## src/rtl/fsr_pkg.sv

```systemverilog
package fsr_pkg;
  localparam int MULT_W = 38;
  localparam int BYTE_W = 8;
  localparam int LOW_BYTES = (MULT_W - 6) / BYTE_W;

  localparam logic [7:0] PTR_DIV  = 8'd7;
  localparam logic [7:0] PTR_MHI  = 8'd8;
  localparam logic [7:0] PTR_MLSB = 8'd12;
  localparam logic [7:0] PTR_CTL  = 8'd135;
  localparam logic [7:0] PTR_FRZ  = 8'd137;

  typedef enum logic [2:0] {
    ST_IDLE, ST_RX, ST_RXEND, ST_ACK, ST_TX, ST_TXACK, ST_TXWAIT
  } bus_st_e;

  typedef enum logic [1:0] {K_ADDR, K_PTR, K_DATA} rx_kind_e;

  function automatic logic [3:0] hs_ratio(input logic [2:0] code);
    case (code)
      3'd0:    return 4'd4;
      3'd1:    return 4'd5;
      3'd2:    return 4'd6;
      3'd3:    return 4'd7;
      3'd5:    return 4'd9;
      3'd7:    return 4'd11;
      default: return 4'd0;
    endcase
  endfunction

  function automatic logic [7:0] n1_ratio(input logic [6:0] fld);
    if (fld == 7'd0)  return 8'd1;
    else if (fld[0])  return {1'b0, fld} + 8'd1;
    else              return {1'b0, fld} + 8'd2;
  endfunction
endpackage

```

## src/rtl/fsr_line_sync.sv

```systemverilog
module fsr_line_sync #(
  parameter int STAGES = 2
) (
  input  logic clk_i,
  input  logic rst_ni,
  input  logic scl_i,
  input  logic sda_i,
  output logic sda_o,
  output logic scl_rise_o,
  output logic scl_fall_o,
  output logic start_o,
  output logic stop_o
);
  localparam int DEPTH = STAGES + 1;

  logic [DEPTH-1:0] scl_pipe, sda_pipe;
  logic [DEPTH-1:0] scl_pipe_d, sda_pipe_d;
  logic scl_s, scl_q, sda_s, sda_q;

  always_comb begin
    scl_pipe_d = {scl_pipe[DEPTH-2:0], scl_i};
    sda_pipe_d = {sda_pipe[DEPTH-2:0], sda_i};
  end

  always_ff @(posedge clk_i or negedge rst_ni) begin
    if (!rst_ni) begin
      scl_pipe <= '1;
      sda_pipe <= '1;
    end else begin
      scl_pipe <= scl_pipe_d;
      sda_pipe <= sda_pipe_d;
    end
  end

  assign scl_s = scl_pipe[STAGES-1];
  assign scl_q = scl_pipe[STAGES];
  assign sda_s = sda_pipe[STAGES-1];
  assign sda_q = sda_pipe[STAGES];

  assign sda_o      = sda_s;
  assign scl_rise_o = scl_s & ~scl_q;
  assign scl_fall_o = ~scl_s & scl_q;
  assign start_o    = scl_s & scl_q & sda_q & ~sda_s;
  assign stop_o     = scl_s & scl_q & ~sda_q & sda_s;
endmodule

```

## src/rtl/fsr_bus_ctrl.sv

```systemverilog
module fsr_bus_ctrl
  import fsr_pkg::*;
#(
  parameter logic [6:0] DEV_ADDR = 7'h55
) (
  input  logic       clk_i,
  input  logic       rst_ni,
  input  logic       sda_i,
  input  logic       scl_rise_i,
  input  logic       scl_fall_i,
  input  logic       start_i,
  input  logic       stop_i,
  input  logic [7:0] rd_data_i,
  output logic [7:0] rd_addr_o,
  output logic       wr_en_o,
  output logic [7:0] wr_addr_o,
  output logic [7:0] wr_data_o,
  output logic       sda_oe_o
);
  bus_st_e    st_q, st_d;
  rx_kind_e   kind_q, kind_d;
  logic [2:0] bit_q, bit_d;
  logic [7:0] sh_q, sh_d;
  logic [7:0] tx_q, tx_d;
  logic [7:0] ptr_q, ptr_d;
  logic       rw_q, rw_d;
  logic       oe_q, oe_d;
  logic       we_q, we_d;
  logic [7:0] wa_q, wa_d;
  logic [7:0] wd_q, wd_d;

  always_comb begin
    st_d = st_q; kind_d = kind_q; bit_d = bit_q; sh_d = sh_q; tx_d = tx_q;
    ptr_d = ptr_q; rw_d = rw_q; oe_d = oe_q; we_d = 1'b0; wa_d = wa_q; wd_d = wd_q;
    if (stop_i) begin
      st_d = ST_IDLE;
      oe_d = 1'b0;
    end else if (start_i) begin
      st_d   = ST_RX;
      kind_d = K_ADDR;
      bit_d  = 3'd0;
      oe_d   = 1'b0;
    end else begin
      case (st_q)
        ST_IDLE: ;
        ST_RX: if (scl_rise_i) begin
          sh_d  = {sh_q[6:0], sda_i};
          bit_d = bit_q + 3'd1;
          if (bit_q == 3'd7) st_d = ST_RXEND;
        end
        ST_RXEND: if (scl_fall_i) begin
          st_d = ST_ACK;
          oe_d = 1'b1;
          case (kind_q)
            K_ADDR: begin
              if (sh_q[7:1] == DEV_ADDR) rw_d = sh_q[0];
              else begin
                st_d = ST_IDLE;
                oe_d = 1'b0;
              end
            end
            K_PTR: ptr_d = sh_q;
            default: begin
              we_d  = 1'b1;
              wa_d  = ptr_q;
              wd_d  = sh_q;
              ptr_d = ptr_q + 8'd1;
            end
          endcase
        end
        ST_ACK: if (scl_fall_i) begin
          bit_d = 3'd0;
          if (rw_q) begin
            st_d  = ST_TX;
            tx_d  = rd_data_i;
            ptr_d = ptr_q + 8'd1;
            oe_d  = ~rd_data_i[7];
          end else begin
            st_d   = ST_RX;
            kind_d = (kind_q == K_ADDR) ? K_PTR : K_DATA;
            oe_d   = 1'b0;
          end
        end
        ST_TX: if (scl_fall_i) begin
          if (bit_q == 3'd7) begin
            st_d = ST_TXACK;
            oe_d = 1'b0;
          end else begin
            bit_d = bit_q + 3'd1;
            tx_d  = {tx_q[6:0], 1'b0};
            oe_d  = ~tx_q[6];
          end
        end
        ST_TXACK: if (scl_rise_i) st_d = sda_i ? ST_IDLE : ST_TXWAIT;
        ST_TXWAIT: if (scl_fall_i) begin
          st_d  = ST_TX;
          bit_d = 3'd0;
          tx_d  = rd_data_i;
          ptr_d = ptr_q + 8'd1;
          oe_d  = ~rd_data_i[7];
        end
        default: begin
          st_d = ST_IDLE;
          oe_d = 1'b0;
        end
      endcase
    end
  end

  always_ff @(posedge clk_i or negedge rst_ni) begin
    if (!rst_ni) begin
      st_q <= ST_IDLE; kind_q <= K_ADDR; bit_q <= '0; sh_q <= '0; tx_q <= '0;
      ptr_q <= '0; rw_q <= 1'b0; oe_q <= 1'b0; we_q <= 1'b0; wa_q <= '0; wd_q <= '0;
    end else begin
      st_q <= st_d; kind_q <= kind_d; bit_q <= bit_d; sh_q <= sh_d; tx_q <= tx_d;
      ptr_q <= ptr_d; rw_q <= rw_d; oe_q <= oe_d; we_q <= we_d; wa_q <= wa_d; wd_q <= wd_d;
    end
  end

  assign rd_addr_o = ptr_q;
  assign wr_en_o   = we_q;
  assign wr_addr_o = wa_q;
  assign wr_data_o = wd_q;
  assign sda_oe_o  = oe_q;
endmodule

```

## src/rtl/fsr_regbank.sv

```systemverilog
module fsr_regbank
  import fsr_pkg::*;
#(
  parameter logic [2:0]        DEF_HS   = 3'd3,
  parameter logic [6:0]        DEF_N1   = 7'd3,
  parameter logic [MULT_W-1:0] DEF_MULT = 38'h2A_DEAD_BEEF
) (
  input  logic              clk_i,
  input  logic              rst_ni,
  input  logic              wr_en_i,
  input  logic [7:0]        wr_addr_i,
  input  logic [7:0]        wr_data_i,
  input  logic [7:0]        rd_addr_i,
  output logic [7:0]        rd_data_o,
  output logic [2:0]        hs_code_o,
  output logic [6:0]        n1_fld_o,
  output logic [MULT_W-1:0] mult_raw_o,
  output logic              frz_m_o,
  output logic              frz_aux_o,
  output logic              frz_dco_o,
  output logic              newfreq_o,
  output logic              recall_o
);
  logic [2:0]        hs_q, hs_d;
  logic [6:0]        n1_q, n1_d;
  logic [MULT_W-1:0] mf_q, mf_d;
  logic nf_q, nf_d, fm_q, fm_d, fa_q, fa_d, rc_q, rc_d, fd_q, fd_d;
  logic wr_ok;

  assign wr_ok = wr_en_i & ~rc_q;

  always_comb begin
    hs_d = hs_q; n1_d = n1_q; mf_d = mf_q;
    fm_d = fm_q; fa_d = fa_q; fd_d = fd_q;
    nf_d = 1'b0;
    rc_d = 1'b0;
    if (rc_q) begin
      hs_d = DEF_HS;
      n1_d = DEF_N1;
      mf_d = DEF_MULT;
    end else if (wr_en_i) begin
      case (wr_addr_i)
        PTR_DIV: {hs_d, n1_d[6:2]} = wr_data_i;
        PTR_MHI: begin
          n1_d[1:0]               = wr_data_i[7:6];
          mf_d[MULT_W-1:MULT_W-6] = wr_data_i[5:0];
        end
        PTR_CTL: begin
          nf_d = wr_data_i[6];
          fm_d = wr_data_i[5];
          fa_d = wr_data_i[4];
          rc_d = wr_data_i[0];
        end
        PTR_FRZ: fd_d = wr_data_i[4];
        default: ;
      endcase
    end
    for (int b = 0; b < LOW_BYTES; b++) begin
      if (wr_ok && wr_addr_i == PTR_MLSB - 8'(b))
        mf_d[BYTE_W*b +: BYTE_W] = wr_data_i;
    end
  end

  always_ff @(posedge clk_i or negedge rst_ni) begin
    if (!rst_ni) begin
      hs_q <= DEF_HS; n1_q <= DEF_N1; mf_q <= DEF_MULT;
      nf_q <= 1'b0; fm_q <= 1'b0; fa_q <= 1'b0; rc_q <= 1'b0; fd_q <= 1'b0;
    end else begin
      hs_q <= hs_d; n1_q <= n1_d; mf_q <= mf_d;
      nf_q <= nf_d; fm_q <= fm_d; fa_q <= fa_d; rc_q <= rc_d; fd_q <= fd_d;
    end
  end

  always_comb begin
    case (rd_addr_i)
      PTR_DIV: rd_data_o = {hs_q, n1_q[6:2]};
      PTR_MHI: rd_data_o = {n1_q[1:0], mf_q[MULT_W-1:MULT_W-6]};
      PTR_CTL: rd_data_o = {1'b0, nf_q, fm_q, fa_q, 3'b000, rc_q};
      PTR_FRZ: rd_data_o = {3'b000, fd_q, 4'b0000};
      default: rd_data_o = 8'h00;
    endcase
    for (int b = 0; b < LOW_BYTES; b++) begin
      if (rd_addr_i == PTR_MLSB - 8'(b)) rd_data_o = mf_q[BYTE_W*b +: BYTE_W];
    end
  end

  assign hs_code_o  = hs_q;
  assign n1_fld_o   = n1_q;
  assign mult_raw_o = mf_q;
  assign frz_m_o    = fm_q;
  assign frz_aux_o  = fa_q;
  assign frz_dco_o  = fd_q;
  assign newfreq_o  = nf_q;
  assign recall_o   = rc_q;
endmodule

```

## src/rtl/fsr_out_stage.sv

```systemverilog
module fsr_out_stage
  import fsr_pkg::*;
#(
  parameter logic [2:0]        DEF_HS   = 3'd3,
  parameter logic [6:0]        DEF_N1   = 7'd3,
  parameter logic [MULT_W-1:0] DEF_MULT = 38'h2A_DEAD_BEEF
) (
  input  logic              clk_i,
  input  logic              rst_ni,
  input  logic [2:0]        hs_code_i,
  input  logic [6:0]        n1_fld_i,
  input  logic [MULT_W-1:0] mult_raw_i,
  input  logic              frz_m_i,
  output logic [MULT_W-1:0] mult_o,
  output logic [3:0]        hs_ratio_o,
  output logic [7:0]        n1_ratio_o
);
  logic [MULT_W-1:0] mult_q, mult_d;
  logic [3:0]        hs_q, hs_d;
  logic [7:0]        n1_q, n1_d;
  logic              mult_en;

  assign mult_en = ~frz_m_i;

  always_comb begin
    mult_d = mult_en ? mult_raw_i : mult_q;
    hs_d   = hs_ratio(hs_code_i);
    n1_d   = n1_ratio(n1_fld_i);
  end

  always_ff @(posedge clk_i or negedge rst_ni) begin
    if (!rst_ni) begin
      mult_q <= DEF_MULT;
      hs_q   <= hs_ratio(DEF_HS);
      n1_q   <= n1_ratio(DEF_N1);
    end else begin
      mult_q <= mult_d;
      hs_q   <= hs_d;
      n1_q   <= n1_d;
    end
  end

  assign mult_o     = mult_q;
  assign hs_ratio_o = hs_q;
  assign n1_ratio_o = n1_q;
endmodule

```

## src/rtl/fsynth_i2c_regs.sv

```systemverilog
module fsynth_i2c_regs
  import fsr_pkg::*;
#(
  parameter logic [6:0]        DEV_ADDR    = 7'h55,
  parameter int                SYNC_STAGES = 2,
  parameter logic [2:0]        DEF_HS      = 3'd3,
  parameter logic [6:0]        DEF_N1      = 7'd3,
  parameter logic [MULT_W-1:0] DEF_MULT    = 38'h2A_DEAD_BEEF
) (
  input  logic              clk_i,
  input  logic              rst_ni,
  input  logic              scl_i,
  input  logic              sda_i,
  output logic              sda_oe_o,
  output logic [MULT_W-1:0] mult_o,
  output logic [3:0]        hs_ratio_o,
  output logic [7:0]        n1_ratio_o,
  output logic              newfreq_o,
  output logic              recall_o,
  output logic              freeze_aux_o,
  output logic              freeze_dco_o
);
  logic [1:0] rst_sync_q;
  logic       rst_n;
  logic       sda_s, scl_rise, scl_fall, start_det, stop_det;
  logic [7:0] rd_addr, rd_data, wr_addr, wr_data;
  logic       wr_en;
  logic [2:0] hs_code;
  logic [6:0] n1_fld;
  logic [MULT_W-1:0] mult_raw;
  logic       frz_m;

  always_ff @(posedge clk_i or negedge rst_ni) begin
    if (!rst_ni) rst_sync_q <= 2'b00;
    else         rst_sync_q <= {rst_sync_q[0], 1'b1};
  end
  assign rst_n = rst_sync_q[1];

  fsr_line_sync #(.STAGES(SYNC_STAGES)) u_sync (
    .clk_i(clk_i), .rst_ni(rst_n), .scl_i(scl_i), .sda_i(sda_i),
    .sda_o(sda_s), .scl_rise_o(scl_rise), .scl_fall_o(scl_fall),
    .start_o(start_det), .stop_o(stop_det)
  );

  fsr_bus_ctrl #(.DEV_ADDR(DEV_ADDR)) u_bus (
    .clk_i(clk_i), .rst_ni(rst_n), .sda_i(sda_s),
    .scl_rise_i(scl_rise), .scl_fall_i(scl_fall),
    .start_i(start_det), .stop_i(stop_det),
    .rd_data_i(rd_data), .rd_addr_o(rd_addr),
    .wr_en_o(wr_en), .wr_addr_o(wr_addr), .wr_data_o(wr_data),
    .sda_oe_o(sda_oe_o)
  );

  fsr_regbank #(.DEF_HS(DEF_HS), .DEF_N1(DEF_N1), .DEF_MULT(DEF_MULT)) u_regs (
    .clk_i(clk_i), .rst_ni(rst_n),
    .wr_en_i(wr_en), .wr_addr_i(wr_addr), .wr_data_i(wr_data),
    .rd_addr_i(rd_addr), .rd_data_o(rd_data),
    .hs_code_o(hs_code), .n1_fld_o(n1_fld), .mult_raw_o(mult_raw),
    .frz_m_o(frz_m), .frz_aux_o(freeze_aux_o), .frz_dco_o(freeze_dco_o),
    .newfreq_o(newfreq_o), .recall_o(recall_o)
  );

  fsr_out_stage #(.DEF_HS(DEF_HS), .DEF_N1(DEF_N1), .DEF_MULT(DEF_MULT)) u_out (
    .clk_i(clk_i), .rst_ni(rst_n),
    .hs_code_i(hs_code), .n1_fld_i(n1_fld), .mult_raw_i(mult_raw), .frz_m_i(frz_m),
    .mult_o(mult_o), .hs_ratio_o(hs_ratio_o), .n1_ratio_o(n1_ratio_o)
  );
endmodule

```

## config.mk

```make
export PLATFORM = sky130hd
export DESIGN_NAME = fsynth_i2c_regs
export DESIGN_NICKNAME = d
export VERILOG_FILES = /design/src/rtl/fsr_pkg.sv /design/src/rtl/fsr_line_sync.sv /design/src/rtl/fsr_bus_ctrl.sv /design/src/rtl/fsr_regbank.sv /design/src/rtl/fsr_out_stage.sv /design/src/rtl/fsynth_i2c_regs.sv
export SDC_FILE = /design/constraint.sdc
export NUM_CORES = 1
export LEC_CHECK = 0
export ABC_AREA = 1
export CORE_UTILIZATION = 50
export DETAILED_ROUTE_END_ITERATION = 7
export PLACE_DENSITY = 0.73
export SLEW_MARGIN = 10
export SYNTH_ARGS = -nofsm -noshare
export SYNTH_HDL_FRONTEND = slang
export SYNTH_SLANG_ARGS = --single-unit
```

## constraint.sdc

```tcl
create_clock -name clk_i -period 7.75 [get_ports clk_i]
set_clock_uncertainty 0.2 [all_clocks]
set_input_delay 1.55 -clock clk_i [delete_from_list [all_inputs] [get_ports clk_i]]
set_output_delay 1.55 -clock clk_i [all_outputs]
set_load 0.005 [all_outputs]
```

* Yosys cells after proc, flatten, opt, wreduce, memory -nomap -nowiden
Index checks and enable logic that the tools add are counted.
** Word-level totals
- Register bits after elaboration :: 161
- Input port bits :: 4
- Output and inout bits :: 55
- Logic and storage cells :: 223
** Operators by class
- $add $sub $neg :: 4
- Eq/ne operators :: 52
- Mux-type cells :: 83
- Bitwise logic cells :: 18
- Reduce and logical (&&, ||, !) cells :: 36
** Operators by type and width (count)
- $mux 8 :: 14
- $eq 8x4->1 const B :: 10
- $mux 3 :: 21
- $mux 7 :: 7
- $eq 8x8->1 const B :: 4
- $mux 32 :: 1
- $pmux 8 s4 :: 1
- $ne 4x4->1 const B :: 6
- $pmux 4 s6 :: 1
- $pmux 8 s3 :: 1
- $mux 1 :: 21
- $pmux 3 s7 :: 1
- $pmux 7 s3 :: 1
- $eq 3x3->1 const B :: 6
- $mux 6 :: 3
- $reduce_bool 2->1 :: 9
- $eq 8x3->1 const B :: 2
- $pmux 8 s2 :: 1
- $reduce_and 8->1 :: 2
- $mux 2 :: 7
- $ne 2x2->1 const B :: 7
- $eq 3x2->1 const B :: 4
- $ne 3x3->1 const B :: 4
- $reduce_and 6->1 :: 2
- other kinds (28) :: 57

* Longest topological paths before layout
- Depth in word-level cells :: 12
- Mapped depth :: 14
- Depth with buffers taken out :: 14

* Cells and area by module
From an unflattened synthesis, not the netlist that was laid out.
** Second synthesis, totals
- Cell total of the unflattened synthesis :: 832
- Area total of the unflattened synthesis :: 7686.1 sq um
** By module, submodules not included
- fsr_bus_ctrl :: instances 1, cells an instance 366, area an instance 2727.6 sq um, sequential area each 1251.2 sq um
- fsr_regbank :: instances 1, cells an instance 317, area an instance 2702.6 sq um, sequential area each 1365.1 sq um
- fsr_out_stage :: instances 1, cells an instance 129, area an instance 2003.2 sq um, sequential area each 1290.0 sq um
- fsr_line_sync :: instances 1, cells an instance 17, area an instance 198.9 sq um, sequential area each 157.7 sq um
- fsynth_i2c_regs :: instances 1, cells an instance 3, area an instance 53.8 sq um, sequential area each 50.0 sq um

* Worst setup path after synthesis
No wires, ideal clock.
- Path type :: register to output
- Start :: register u_out.mult_q[0], in the netlist u_out.mult_o[0]
- End :: output port mult_o[0]
- Arrival time :: 0.510 ns
- Required time :: 6.000 ns
- Setup slack :: 5.490 ns
- Cell stages (with the launch flop) :: 1
- Buffers on the path :: 0
- Path through :: dfstp_2
** RTL lines
- start: declaration :: line fsr_out_stage.sv:18 : logic [MULT_W-1:0] mult_q, mult_d;
- start signal: assignment :: line fsr_out_stage.sv:37 : mult_q <= mult_d;
- end: declaration :: line fsynth_i2c_regs.sv:15 : output logic [MULT_W-1:0] mult_o,
No word-level cell between the ends.

* Worst setup path after layout
- Start :: register u_regs.rc_q, in the netlist u_regs.recall_o
- End :: output port recall_o
** RTL lines
- start: declaration :: line fsr_regbank.sv:27 : logic nf_q, nf_d, fm_q, fm_d, fa_q, fa_d, rc_q, rc_d, fd_q, fd_d;
- start signal: assignment :: line fsr_regbank.sv:67 : nf_q <= 1'b0; fm_q <= 1'b0; fa_q <= 1'b0; rc_q <= 1'b0; fd_q <= 1'b0;
- start signal: assignment :: line fsr_regbank.sv:70 : nf_q <= nf_d; fm_q <= fm_d; fa_q <= fa_d; rc_q <= rc_d; fd_q <= fd_d;
- end: declaration :: line fsynth_i2c_regs.sv:19 : output logic recall_o,
No word-level cell between the ends.

==> summary.md <==
| Metric | Value |
|---|---|
| Aggregate negative setup slack | 0 ps |
| Syn Area/Cell | 8.89 sq um |
| Worst-case reg-to-reg path depth | 1 |
| Commonest cells in the netlist | 190 x nand2_1, 102 x inv_1, 93 x dfrtp_1, 92 x o21ai_0, 68 x dfstp_2 |
| CTS Buf Count | 17 |
| Top FF cell, synth | dfrtp_1 |
| Largest net degree at the start of global routing | 88 |
| Cells along the critical path | clkdlybuf4s50_1 |
| Worst Setup Path Type | reg -> out |
| Max-Cap Viols | 0 |
| Number of global-route vias before repair | between 5k and 6k |
| Post-cts resize count | 0 |
| FF-to-FF End | u_out.mult_o[36] |
| CTS tree | done |
| Layout cells sized above 1 | 0.179 |
| Post-CTS Setup Bufs | 0 |
| Core ar. | approximately 15000 sq um |
| Die Wd | approximately 120 um |
| Critical path startpoint category | register |
| Delay-heaviest family, CP | flip-flops |
| H-tree levels | 4 |
| WHS Endpoint | rst_sync_q[1] |
| Pwr Density | about 240 nW/um^2 |
| Port bufs | between 50 and 60 |
| Register share of total power | 0.462 |
| RSZ-0062 raised after global routing | no |
| Post-Syn Area | ~7400 sq um |
| DP HPWL | ~11 mm |
| Clk Latency, worst-skew pair | roughly 430 ps |
| Sequential element share of the synthesized area | 0.553 |
| Final Core Density | 0.601 |
| Worst slew pin tran | between 1000 and 1500 ps |
| Largest area contributor in the netlist | dfrtp_1 |
| Worst hold stages | 0 |
| Largest cells by area after synthesis | dfrtp_1 31%, dfstp_2 24%, nand2_1 9.6% |
| Final setup viols | 0 |
| Status | finished, final reports clean |
| Register bit total from synthesis | around 160 |
| Placed inst area | between 8000 and 9000 sq um |
| Final instance area | between 8000 and 9000 sq um |
| FP Rows | 44 |
| Overflow after GRT | 0 |
| Slew HR | 0.305 |
| Worst VDD drop | about 0.18 mV |
| CP max-delay cell | dfrtp_1 |
| Post-synth top area share | 0.313 |
| Post-Route WL | between 15 and 20 mm |
| HP Start | rst_sync_q[0] |
| Post-synthesis cell count | 836 |
| CTS clk-pin slew, worst paths | around 60 ps |
| Die height | between 100 and 150 um |
| Antenna Diode Count | 0 |
| Critical path required time | approximately 6000 ps |
| Int Pwr | roughly 1.5 mW |
| Async set-or-reset flop fraction in the synthesized netlist | 1.00 |
| Number of synthesized flops with an enable pin | 0 |
| Fmax achieved | 287 MHz |
| Clock network fraction of design power | 0.412 |
| CTS Hold Bufs | 0 |
| Routed len/inst | ~15 um |
| Max Root-Sink Buffers | 2 |
| Tcrit/Tclk final | 0.450 |
| Leakage Power | around 4.0 nW |
| First-pass detailed-route iteration total | 5 |
| Die Footprint | approximately 15000 sq um |
| Total GRT Usage | 0.232 |
| Worst hold slack | 154 ps |
| Count of different cell masters after synthesis | 45 |
| Comb pwr share | 0.126 |
| Worst hold path class | reg -> reg |
| Placer Congestion | around 0.87 |
| Starting density of the core | 0.511 |
| Synthesized net count | 847 |
| Layout area overhead | 17.5% |
| Tmin final | roughly 3500 ps |
| CTS root buf | clkbuf_16 |
| Via count | 5683 |
| DRC | 0 |
| Most common cell in the netlist | nand2_1 |
| Post-route ant nets | 0 |
| Critical Path Fanout Max | 14 |
| Final Max Slew Viols | 0 |
| Hold Vio Cnt, Final | 0 |
| Synthesis warning total | 0 |
| WP data arrival | approximately 1700 ps |
| Initial antenna violation count | 0 |
| Worst path buffer plus inverter count | 1 |
| DRT iter0 DRCs | about 510 |
| R2R setup slack | around 5500 ps |
| RR Startpoint | rst_sync_q[1] |
| First-pass GRT wire length | around 27 mm |
| I/O pin count | 59 |
| Final nets | ~900 |
| Net Sw Frac | 0.274 |
| Critical path's largest stage delay | roughly 700 ps |
| Via-to-Cell Ratio | roughly 5.2 |
| P_sw | between 0.5 and 0.6 mW |
| Critical Path Sink Type | output pin |
| Clock tree sinks | about 160 |
## placed cells by master (no fill, tap or decap), types with 2 or more instances in the layout
cell type | netlist | routed
o21ai_1 | 14 | 14
nor2_1 | 49 | 49
o22ai_1 | 11 | 11
o21a_1 | 2 | 2
nand3_4 | 2 | 2
clkdlybuf4s50_1 | 0 | 58
clkinv_2 | 0 | 2
o21ai_2 | 2 | 2
nor3_2 | 4 | 4
ha_1 | 7 | 7
mux2_2 | 3 | 3
clkbuf_16 | 0 | 17
o211ai_1 | 3 | 3
nand4_1 | 10 | 10
a21oi_1 | 33 | 33
nand2_1 | 190 | 190
nor2_2 | 12 | 12
dfrtp_1 | 93 | 91
or2_2 | 2 | 2
nand3_1 | 36 | 36
inv_2 | 14 | 14
nand2_2 | 9 | 9
buf_4 | 2 | 3
clkbuf_8 | 0 | 3
inv_1 | 102 | 102
nand2_4 | 2 | 2
dfstp_2 | 68 | 68
xor2_1 | 3 | 3
nor3_1 | 8 | 8
nor3_4 | 2 | 2
bufinv_16 | 0 | 3
clkbuf_1 | 11 | 4
a22oi_1 | 21 | 21
o21ai_0 | 92 | 92
inv_6 | 0 | 2
nor2_4 | 6 | 6
## worst max path at each step
stage | from | to | slack [ps] | depth (start not counted)
finish | u_regs.recall_o | recall_o | 4260 | 1
global route | u_regs.recall_o | recall_o | 4210 | 1
CTS | u_regs.recall_o | recall_o | 4270 | 1
detailed placement | u_regs.recall_o | recall_o | 4720 | 1
global placement | u_regs.recall_o | recall_o | 4760 | 1
floorplan | rst_sync_q[1] | u_bus.bit_q[0] | 2850 | 0
## sequential cells by signal, indices dropped and copies added, names as in the netlist, 2 cells and up
register	cells
u_regs.mult_raw_o	38
rst_sync_q	2
u_out.hs_ratio_o	4
u_out.mult_o	38
u_sync.scl_pipe	3
u_bus.rd_addr_o	8
u_bus.wr_data_o	8
u_regs.n1_fld_o	7
u_regs.hs_code_o	3
u_bus.st_q	3
u_bus.wr_addr_o	8
u_bus.kind_q	2
u_out.n1_ratio_o	8
u_sync.sda_pipe	3
u_bus.bit_q	3
u_bus.tx_q	7
u_bus.sh_q	8
## per-stage QoR
step	setup slack, ps	cells	power, mW
finish	4260	1089	2.08
global route	4210	1089	2.19
CTS	4270	1089	2.10
detailed placement	4720	1057	1.24
global placement	4760	1057	1.23
floorplan	2850	836	1.18
## cell type report
cell class	count	area, sq um
Clock buffer	24	482
Inverter	118	445
Multi-Input combinational cell	533	2730
Fill cell	1308	5800
Timing Repair Buffer	61	603
Sequential cell	161	4120
Tap cell	184	230
Clock inverter	8	125
## power by group through the flow
stage | sequential (mW) | combinational, mW | clock (mW)
after global placement | 0.975 | 0.257 | 0
after floorplan | 0.959 | 0.226 | 0
after global routing | 0.973 | 0.305 | 0.910
after CTS | 0.963 | 0.264 | 0.873
after detailed placement | 0.977 | 0.262 | 0
final | 0.963 | 0.262 | 0.857
## metal layers
layer | GRT usage | wire length (um)
met5 | 0 | 0
met4 | 0.0945 | 401
met3 | 0.0476 | 660
met2 | 0.366 | 7720
met1 | 0.312 | 7530
## cell families after synthesis
| logic type | share of synthesized area |
|---|---|
| simple gates | 0.208 |
| compound gates | 0.138 |
| flops | 0.553 |
| buf+inv | 0.0789 |
| fa+ha+maj | 0.0118 |
| mux | 0.00589 |
| xor+xnor | 0.00354 |
| other cells | 0.000504 |
No activity file was read; power rests on OpenSTA's default activity.
